$ cat config.mk
export PLATFORM = sky130hd
export DESIGN_NAME = supply_reset_gen
export DESIGN_NICKNAME = d
export VERILOG_FILES = /design/src/rtl/sup_rst_pkg.sv /design/src/rtl/sr_sync_chain.sv /design/src/rtl/sr_mr_qualifier.sv /design/src/rtl/sr_hold_timer.sv /design/src/rtl/supply_reset_gen.sv
export SDC_FILE = /design/constraint.sdc
export NUM_CORES = 1
export LEC_CHECK = 0
export BUFFER_PORTS_ARGS = -buffer_cell sky130_fd_sc_hd__buf_2
export CAP_MARGIN = 30
export CORE_UTILIZATION = 40
export DETAILED_ROUTE_END_ITERATION = 12
export HOLD_SLACK_MARGIN = 0.12
export PLACE_DENSITY = 0.55
export SETUP_SLACK_MARGIN = 0.05
export SLEW_MARGIN = 20
export SYNTH_ARGS = -nofsm -noshare
export SYNTH_HDL_FRONTEND = slang
export SYNTH_SLANG_ARGS = --single-unit
export TNS_END_PERCENT = 10
$ cat constraint.sdc
create_clock -name clk_i -period 2.5 [get_ports clk_i]
set_input_delay 0.375 -clock clk_i [delete_from_list [all_inputs] [get_ports clk_i]]
set_output_delay 0.375 -clock clk_i [all_outputs]
set_load 0.02 [all_outputs]
$ cat src/rtl/sup_rst_pkg.sv
package sup_rst_pkg;

    // Hold timer states: cause present, counting out the hold, released.
    typedef enum logic [1:0] {
        HS_ASSERT = 2'd0,
        HS_COUNT  = 2'd1,
        HS_RUN    = 2'd2
    } hold_state_e;

    // Reset causes seen by the hold timer on a given cycle.
    typedef struct packed {
        logic supply_bad;
        logic manual_req;
    } rst_cause_t;

    function automatic int unsigned max_u(input int unsigned a, input int unsigned b);
        return (a > b) ? a : b;
    endfunction

    function automatic int unsigned cnt_width(input int unsigned maxval);
        return (maxval < 2) ? 1 : $clog2(maxval + 1);
    endfunction

endpackage

$ cat src/rtl/sr_sync_chain.sv
module sr_sync_chain #(
    parameter int unsigned STAGES    = 2,
    parameter logic        RESET_VAL = 1'b1
) (
    input  logic clk_i,
    input  logic por_i,
    input  logic d_i,
    output logic q_o
);
    logic [STAGES-1:0] chain_q;

    always_ff @(posedge clk_i or posedge por_i) begin
        if (por_i) chain_q[0] <= RESET_VAL;
        else       chain_q[0] <= d_i;
    end

    for (genvar s = 1; s < STAGES; s++) begin : g_stage
        always_ff @(posedge clk_i or posedge por_i) begin
            if (por_i) chain_q[s] <= RESET_VAL;
            else       chain_q[s] <= chain_q[s-1];
        end
    end

    assign q_o = chain_q[STAGES-1];
endmodule

$ cat src/rtl/sr_mr_qualifier.sv
module sr_mr_qualifier #(
    parameter int unsigned MIN_CYCLES = 4
) (
    input  logic clk_i,
    input  logic por_i,
    input  logic sync_low_i,
    output logic req_o
);
    import sup_rst_pkg::*;

    localparam int unsigned QW = cnt_width(MIN_CYCLES);
    localparam logic [QW-1:0] LAST = QW'(MIN_CYCLES - 1);

    logic [QW-1:0] run_q;

    // Count consecutive low samples, saturating at the qualifying length.
    always_ff @(posedge clk_i or posedge por_i) begin
        if (por_i)              run_q <= '0;
        else if (!sync_low_i)   run_q <= '0;
        else if (run_q != LAST) run_q <= run_q + 1'b1;
    end

    assign req_o = sync_low_i && (run_q == LAST);

    if (MIN_CYCLES > 1) begin : g_chk
        // A request can only begin after the input has already been low.
        p_qual_needs_low_r7: assert property (@(posedge clk_i) disable iff (por_i)
            $rose(req_o) |-> $past(sync_low_i));
    end
endmodule

$ cat src/rtl/sr_hold_timer.sv
module sr_hold_timer #(
    parameter int unsigned HOLD = 10
) (
    input  logic                    clk_i,
    input  logic                    por_i,
    input  sup_rst_pkg::rst_cause_t cause_i,
    output logic                    rst_active_o
);
    import sup_rst_pkg::*;

    localparam int unsigned CW = cnt_width(HOLD);
    localparam logic [CW-1:0] LOAD = CW'(HOLD - 1);

    hold_state_e   state_q;
    logic [CW-1:0] cnt_q;
    logic          any_cause;

    assign any_cause = cause_i.supply_bad | cause_i.manual_req;

    always_ff @(posedge clk_i or posedge por_i) begin
        if (por_i) begin
            state_q <= HS_ASSERT;
            cnt_q   <= '0;
        end else begin
            unique case (state_q)
                HS_ASSERT: begin
                    cnt_q <= LOAD;
                    if (!any_cause) state_q <= HS_COUNT;
                end
                HS_COUNT: begin
                    if (any_cause) begin
                        state_q <= HS_ASSERT;
                        cnt_q   <= LOAD;
                    end else if (cnt_q == '0) begin
                        state_q <= HS_RUN;
                    end else begin
                        cnt_q <= cnt_q - 1'b1;
                    end
                end
                HS_RUN: begin
                    if (any_cause) begin
                        state_q <= HS_ASSERT;
                        cnt_q   <= LOAD;
                    end
                end
                default: state_q <= HS_ASSERT;
            endcase
        end
    end

    assign rst_active_o = (state_q != HS_RUN);

    p_release_at_zero_r2: assert property (@(posedge clk_i) disable iff (por_i)
        $fell(rst_active_o) |-> $past(state_q == HS_COUNT && cnt_q == '0));

    p_full_reload_r3: assert property (@(posedge clk_i) disable iff (por_i)
        (state_q == HS_COUNT && $past(state_q) == HS_ASSERT) |-> cnt_q == LOAD);

    p_count_steps_r5: assert property (@(posedge clk_i) disable iff (por_i)
        (state_q == HS_COUNT && $past(state_q) == HS_COUNT) |-> cnt_q == $past(cnt_q) - 1'b1);
endmodule

$ cat src/rtl/supply_reset_gen.sv
module supply_reset_gen #(
    parameter int unsigned HOLD_CYCLES     = 10_000_000,
    parameter int unsigned MIN_HOLD_CYCLES = 7_000_000,
    parameter int unsigned MR_MIN_CYCLES   = 25,
    parameter int unsigned SYNC_STAGES     = 2
) (
    input  logic clk_i,
    input  logic por_i,
    input  logic supply_ok_i,
    input  logic mr_n_i,
    output logic rst_o,
    output logic rst_n_o
);
    import sup_rst_pkg::*;

    localparam int unsigned EFF_HOLD = max_u(HOLD_CYCLES, MIN_HOLD_CYCLES);

    logic       mr_n_sync;
    logic       mr_req;
    logic       rst_active;
    rst_cause_t cause;

    sr_sync_chain #(.STAGES(SYNC_STAGES), .RESET_VAL(1'b1)) u_mr_sync (
        .clk_i (clk_i),
        .por_i (por_i),
        .d_i   (mr_n_i),
        .q_o   (mr_n_sync)
    );

    sr_mr_qualifier #(.MIN_CYCLES(MR_MIN_CYCLES)) u_mr_qual (
        .clk_i      (clk_i),
        .por_i      (por_i),
        .sync_low_i (!mr_n_sync),
        .req_o      (mr_req)
    );

    assign cause.supply_bad = !supply_ok_i;
    assign cause.manual_req = mr_req;

    sr_hold_timer #(.HOLD(EFF_HOLD)) u_hold (
        .clk_i        (clk_i),
        .por_i        (por_i),
        .cause_i      (cause),
        .rst_active_o (rst_active)
    );

    assign rst_o   = rst_active;
    assign rst_n_o = !rst_active;

    p_supply_bad_r1: assert property (@(posedge clk_i) disable iff (por_i)
        !supply_ok_i |=> rst_o);

    p_manual_asserts_r4: assert property (@(posedge clk_i) disable iff (por_i)
        mr_req |=> rst_o);

    p_por_asserted_r8: assert property (@(posedge clk_i)
        $past(por_i) |-> rst_o);
endmodule

==> key figures, run 1 <==
Status
  – Status: completed

Min path
  – Hold crit path type: in -> async

Cells and area
  – Final core utilization: 47.1%
  – Share of post-route cells with drive strength above 1: 15.8%
  – Final net count: 241
  – Register Area: 828 um2
  – Area growth syn-to-layout: 11.5%
  – N_diodes: 0
  – Footprint of the multi-input gates: 1130 um2
  – Fill cells: 487

Placement
  – DPL Wire Length: 3550 um
  – GP Congestion: 0.858
  – Port Buffers: 5
  – Place WS: 0.267 ns

Timing
  – Worst clock skew: 0.00582 ns
  – Setup violators final: 0
  – RSZ-0062 raised after global routing: false
  – Crit share post-route: 87.7%
  – Hold Fails Final Rpt: 0
  – TNS Setup: 0 ns
  – Minimum clock period: 2.19 ns
  – Final worst slack: 0.308 ns
  – Worst Max-Slew Pin Slew: 0.511 ns
  – Hold WS: 0.164 ns
  – Rel. slew slack: 65.9%
  – Fin. max-slew vios: 0
  – Highest clock rate: 456 MHz

Clock network
  – Clock-pin slew of the registers on the worst-case setup and hold paths: 0.07 ns
  – Clock Tree Root: clkbuf_8
  – Htree depth: 2
  – # clock sinks: 33
  – CTS tree: built
  – CTS Hold Bufs: 0
  – Worst-Skew Late Latency: 0.29 ns
  – Total CTS buffers: 5
  – Clock Tree Buf Depth: 2

Critical path
  – Critical path, cell by cell: inv_1 > ha_1 > or3b_1 > nor4_4 > nand2_1 > a21o_1 > a22o_1
  – CP bufs+invs: 1
  – RR Startpoint: u_hold.cnt_q[0]
  – Worst EP required: 2.67 ns
  – Critical path's slowest cell: nor4_4
  – Worst path max stage delay: 0.44 ns
  – Critical Path AT: 2.37 ns
  – Crit path launch: u_hold.cnt_q[0]
  – Crit start category: flop
  – WS Path Type: reg -> reg
  – Element type at the critical path end: flop
  – Family with the most delay on the worst path: simple AND/OR/NAND/NOR gates
  – Worst Path Max Fanout: 6

GRT
  – Total gr overflow: 0
  – Vias in the first global route: 1,829
  – Overall Global Routing Usage: 21.4%
  – Antenna violations before repair: 0
  – Largest net degree at the start of global routing: 34
  – Global-route wire length before repair: 8670 um

Routing
  – DRC Markers: 0
  – 1st-iter DRT viols: 97
  – Post-route ant nets: 0
  – Wire per inst: 16.3 um
  – Via density: 6.00
  – Via count: 1,806
  – 1st-pass router iterations: 4
  – Routed WL: 4910 um

Run
  – Max-cap violations: 0

Pwr
  – Power Dens Cells: 475 nW/um2
  – Psw: 0.283 mW
  – Peak supply drop: 365 uV
  – Clk pwr share: 36.1%
  – Leakage power: 0.872 nW
  – Combinational Power Share: 9.0%
  – Internal power: 0.788 mW
  – Switching Share: 26.4%
  – Sequential share of power: 54.9%

Floorplanning
  – Die height: 73.1 um
  – Die ar.: 5350 um2
  – Starting density of the core: 42.3%
  – Core area: 4790 um2
  – Site row count: 25
  – Die W: 73.1 um
  – I/O Pins: 6

Synthesis
  – EDFF count, synth: 0
  – Top post-synthesis cells by area: dfrtp_1 38%, nor2_1 4.3%, o21ai_0 4.2%, dfstp_2 2.6%, nand2_1 2.6%
  – Top FF cell, synth: dfrtp_1
  – Yosys reg bits: 33
  – Synth Cell Area: 2020 um2
  – Async S/R FF share, synth: 100%
  – Yosys warnings: 0
  – Syn avg cell area: 9.24 um2
  – Synth top area share: 38.3%
  – Sequential element share of the synthesized area: 40.9%
  – Yosys top cell by area: dfrtp_1
  – Most common cell in the netlist: dfrtp_1
  – Distinct cells, synth: 55
  – Synth cell count leaders: 31 x dfrtp_1, 23 x nor2_1, 17 x o21ai_0, 14 x nand2_1, 10 x a21oi_1
  – Post-Synthesis Cells: 219
  – Syn Nets: 227
==> flip-flops by register name, summed over array words and instances, names as in the netlist <==
name	cells
u_mr_qual.run_q	5
u_mr_sync.chain_q	1
u_mr_sync.q_o	1
u_hold.state_q	2
u_hold.cnt_q	24
==> worst paths after layout <==
path,end,slack (ns),cells after the start
setup / recovery,u_hold.cnt_q[2],0.31,7
hold / removal,u_hold.cnt_q[18],0.16,3
setup reg to reg,u_hold.cnt_q[2],0.31,7
hold reg to reg,u_mr_sync.q_o,0.36,0
max in group asynchronous,u_mr_sync.q_o,2.00,3
min in group clk_i,u_mr_sync.chain_q[0],0.18,1
==> tightest hold or removal path, stage by stage <==
cell,delay (ns)
buf_2,0.09
inv_1,0.04
buf_4,0.37
==> cell type report <==
cell class | count | area share, %
flip-flops and latches | 33 | 36.7
multi-input cells | 170 | 50.3
clock buffers | 6 | 3.22
well taps | 67 | 3.72
inverters | 9 | 1.50
clock inverters | 2 | 0.444
repair buffers | 14 | 4.10
==> power by group through the flow <==
stage                     Clock [mW]  Sequential [mW]  Combinational [mW]
after CTS                      0.400            0.586              0.0996
after global placement             0            0.593              0.0947
after global routing           0.426            0.590               0.115
after floorplan                    0            0.587              0.0758
final                          0.387            0.588              0.0969
after detailed placement           0            0.596              0.0991
==> logic make-up (layout without fill, tap and decap cells) <==
group           after synthesis  in the layout  share of synthesized area, %
flops                        33             33                          40.9
simple gates                 91             91                          27.3
buf+inv                      16             31                          3.22
xor+xnor                      3              3                          1.30
compound gates               72             72                          24.8
fa+ha+maj                     4              4                          2.47
==> cell usage in the layout (no fill, tap or decap), types with 2 or more instances in the layout <==
master and n:
and4_1 2, clkbuf_8 5, nor4_1 2, nand4_1 7, o211a_1 3, o31ai_1 4, inv_1 9, or4_1 3
nand4b_1 2, nand3_1 5, xor2_1 2, a21oi_1 10, a311oi_1 2, buf_2 5, a21o_1 3, buf_4 9
or3_1 4, nor3_2 4, a31oi_1 5, a211oi_1 3, nor3_1 9, dfstp_2 2, o41ai_1 4, nor4_4 2
o211ai_1 6, nand2_1 14, nor2_1 23, ha_1 4, dfrtp_1 31, nand2b_1 2, o21a_1 2, a22o_1 2
clkinv_2 2, o21ai_0 17, nor2b_1 2
==> metal layers <==
metal  global-route usage (%)  vias to the layer above  wire (um)
met3                     4.83                        8        244
met1                     27.4                      879       2170
met4                     8.93                        0         82
li1                         -                      874          -
met2                     34.9                       45       2410
met5                        0                        -          0
==> repair_timing <==
item,4_1_cts,5_1_grt
gates resized for setup,0,1
setup endpoints to repair,0,2
buffers inserted,0,0
==> metrics by stage <==
stage                     instance area (um2)  instances  total power, mW
after global routing                     2260        301             1.13
final                                    2260        301             1.07
after CTS                                2250        301             1.09
after detailed placement                 2170        293            0.695
after global placement                   2170        293            0.688
after floorplan                          2020        219            0.663
(Power assumes the default switching activity.)
==> run 2, diff against run 1 <==
Settings changed: PLACE_DENSITY 0.55 to 0.63.
==> key figures, run 2 (synthesized netlist as in run 1, its figures left out) <==
Status
  – Status: completed

Cells and area
  – Largest register FFs: 24 (unchanged)
  – Final net count: 238 (-1.2%)
  – Largest reg by FF count: u_hold.cnt_q
  – Share of post-route cells with drive strength above 1: 14.7% (-1.1 points)
  – N_diodes: 0 (unchanged)
  – Commonest non-fill, non-tap cell in the layout: dfrtp_1
  – Most frequent cells in the layout: 31 x dfrtp_1, 23 x nor2_1, 17 x o21ai_0
  – Regs by FF count: u_hold.cnt_q (24), u_mr_qual.run_q (5), u_hold.state_q (2)
  – Fill cells: 466 (-4.3%)
  – Area growth syn-to-layout: 11.1%
  – Non-Filler Instances: 298 (-1.0%)

Critical path
  – Crit path launch: u_hold.cnt_q[0]
  – Worst R2R Setup Slack: 0.22 ns (-0.09 ns)
  – Element type at the critical path end: flop
  – Critical Path AT: 2.46 ns (+0.09 ns)
  – Worst EP required: 2.68 ns (about the same)
  – Reg2reg end: u_hold.cnt_q[2]
  – Crit start category: flop
  – Worst Path Max Fanout: 6 (unchanged)
  – RR Startpoint: u_hold.cnt_q[0]
  – WS Path Type: reg -> reg
  – Worst path max stage delay: 0.47 ns (+0.03 ns)
  – Critical path, cell by cell: inv_1 > ha_1 > or3b_1 > nor4_4 > nand2_1 > a21o_1 > a22o_1
  – R2R depth: 7 (unchanged)
  – Critical path's slowest cell: nor4_4

Routing
  – Wire per inst: 16.1 um (-1.4%)
  – 1st-iter DRT viols: 168 (+73%)
  – DRC Markers: 0 (unchanged)
  – Via count: 1,757 (-2.7%)
  – Via density: 5.90 (-1.7%)
  – Post-route ant nets: 0 (unchanged)
  – Routed WL: 4790 um (-2.4%)
  – 1st-pass router iterations: 5 (+1)

GRT
  – GR Util met3: 5.25% (+0.41 points)
  – Antenna violations before repair: 0 (unchanged)
  – Busiest grt layer: met2
  – GR Util met1: 28.8% (+1.4 points)
  – Largest net degree at the start of global routing: 26 (-24%)
  – Total gr overflow: 0 (unchanged)
  – Vias in the first global route: 1,608 (-12%)
  – Global-route wire length before repair: 8130 um (-6.3%)
  – Met2 usage: 29.9% (-4.9 points)
  – Overall Global Routing Usage: 20.3% (-1.1 points)

Min path
  – Hold crit path type: in -> async

Floorplanning
  – Core area: 4790 um2 (unchanged)
  – I/O Pins: 6 (unchanged)
  – Die W: 73.1 um (unchanged)
  – Site row count: 25 (unchanged)
  – Die ar.: 5350 um2 (unchanged)
  – Starting density of the core: 42.3% (unchanged)
  – Die height: 73.1 um (unchanged)

Clock network
  – Clock Tree Buf Depth: 2 (unchanged)
  – Total CTS buffers: 5 (unchanged)
  – Clock-pin slew of the registers on the worst-case setup and hold paths: 0.07 ns (about the same)
  – Worst-Skew Late Latency: 0.29 ns (about the same)
  – CTS Hold Bufs: 0 (unchanged)
  – Htree depth: 2 (unchanged)
  – Setup Fix Bufs, Post-CTS: 0 (unchanged)
  – # clock sinks: 33 (unchanged)
  – CTS tree: built
  – Clock Tree Root: clkbuf_8
  – Post-cts gate resize count: 0 (unchanged)

Pwr
  – Peak supply drop: 289 uV (-21%)
  – Power, Total: 1.13 mW (+5.8%)
  – Leakage power: 0.866 nW (-0.62%)
  – Power Dens Cells: 505 nW/um2 (+6.2%)

Timing
  – Worst clock skew: 0.00905 ns (+0.00323 ns)
  – Worst Max-Slew Pin Slew: 0.586 ns (+0.0743 ns)
  – Hold Fails Final Rpt: 0 (unchanged)
  – Highest clock rate: 438 MHz (-3.9%)
  – RSZ-0062 raised after global routing: false
  – TNS Setup: 0 ns (unchanged)
  – Minimum clock period: 2.28 ns (+0.0890 ns)
  – Rel. slew slack: 61.0% (-5.0 points)
  – Setup violators final: 0 (unchanged)
  – Fin. max-slew vios: 0 (unchanged)
  – Crit share post-route: 91.3% (+3.6 points)

Placement
  – GP Congestion: 0.898 (+4.7%)
  – Port Buffers: 5 (unchanged)
  – Placed Cells: 290 (-1.0%)
  – DPL Wire Length: 3380 um (-4.8%)

Run
  – Max-cap violations: 0 (unchanged)
## run 2: critical path: cells and delay by family, from the launching register on
family          cells  cell delay (ns)
flops               1             0.39
compound gates      2             0.40
fa+ha+maj           1             0.17
simple gates        3             1.09
buf+inv             1             0.12
## run 2: final cells by class
class,count,area (um2),share of cell area [%]
Clock buffer,7,96.3,4.29
Inverter,9,33.8,1.50
Multi-Input combinational cell,170,1130,50.3
Clock inverter,1,5.00,0.223
Sequential cell,33,828,36.9
Timing Repair Buffer,11,70.1,3.12
Tap cell,67,83.8,3.73
## run 2: layer usage
metal  routed length (um)  up-vias
met4                   89        0
li1                     -      865
met1                 2330      829
met3                  254        9
met2                 2120       54
met5                    0        -
## run 2: report_power, final
group | internal (mW) | switching (mW) | total [mW]
clock network | 0.249 | 0.204 | 0.453
registers | 0.558 | 0.0276 | 0.586
logic | 0.0356 | 0.0589 | 0.0946
## run 2: per-stage QoR
step | util, % | hold slack [ns] | cell area [um2] | setup slack, ns
2_1_floorplan | - | 0.345 | 2020 | 0.527
3_3_place_gp | 44.8 | 0.346 | 2150 | 0.254
3_5_place_dp | 44.8 | 0.350 | 2150 | 0.241
4_1_cts | 47.0 | 0.148 | 2250 | 0.227
5_1_grt | 47.0 | 0.166 | 2250 | 0.0988
6_report | 47.0 | 0.117 | 2250 | 0.219
## run 2: worst max-delay path by stage
stage / slack [ns] / to / depth (start not counted)
after CTS: 0.23 / u_hold.cnt_q[2] / 7
after global placement: 0.25 / u_hold.cnt_q[2] / 7
after global routing: 0.1 / u_hold.cnt_q[2] / 7
after detailed placement: 0.24 / u_hold.cnt_q[2] / 7
final: 0.22 / u_hold.cnt_q[2] / 7
after floorplan: 0.53 / u_hold.cnt_q[21] / 7
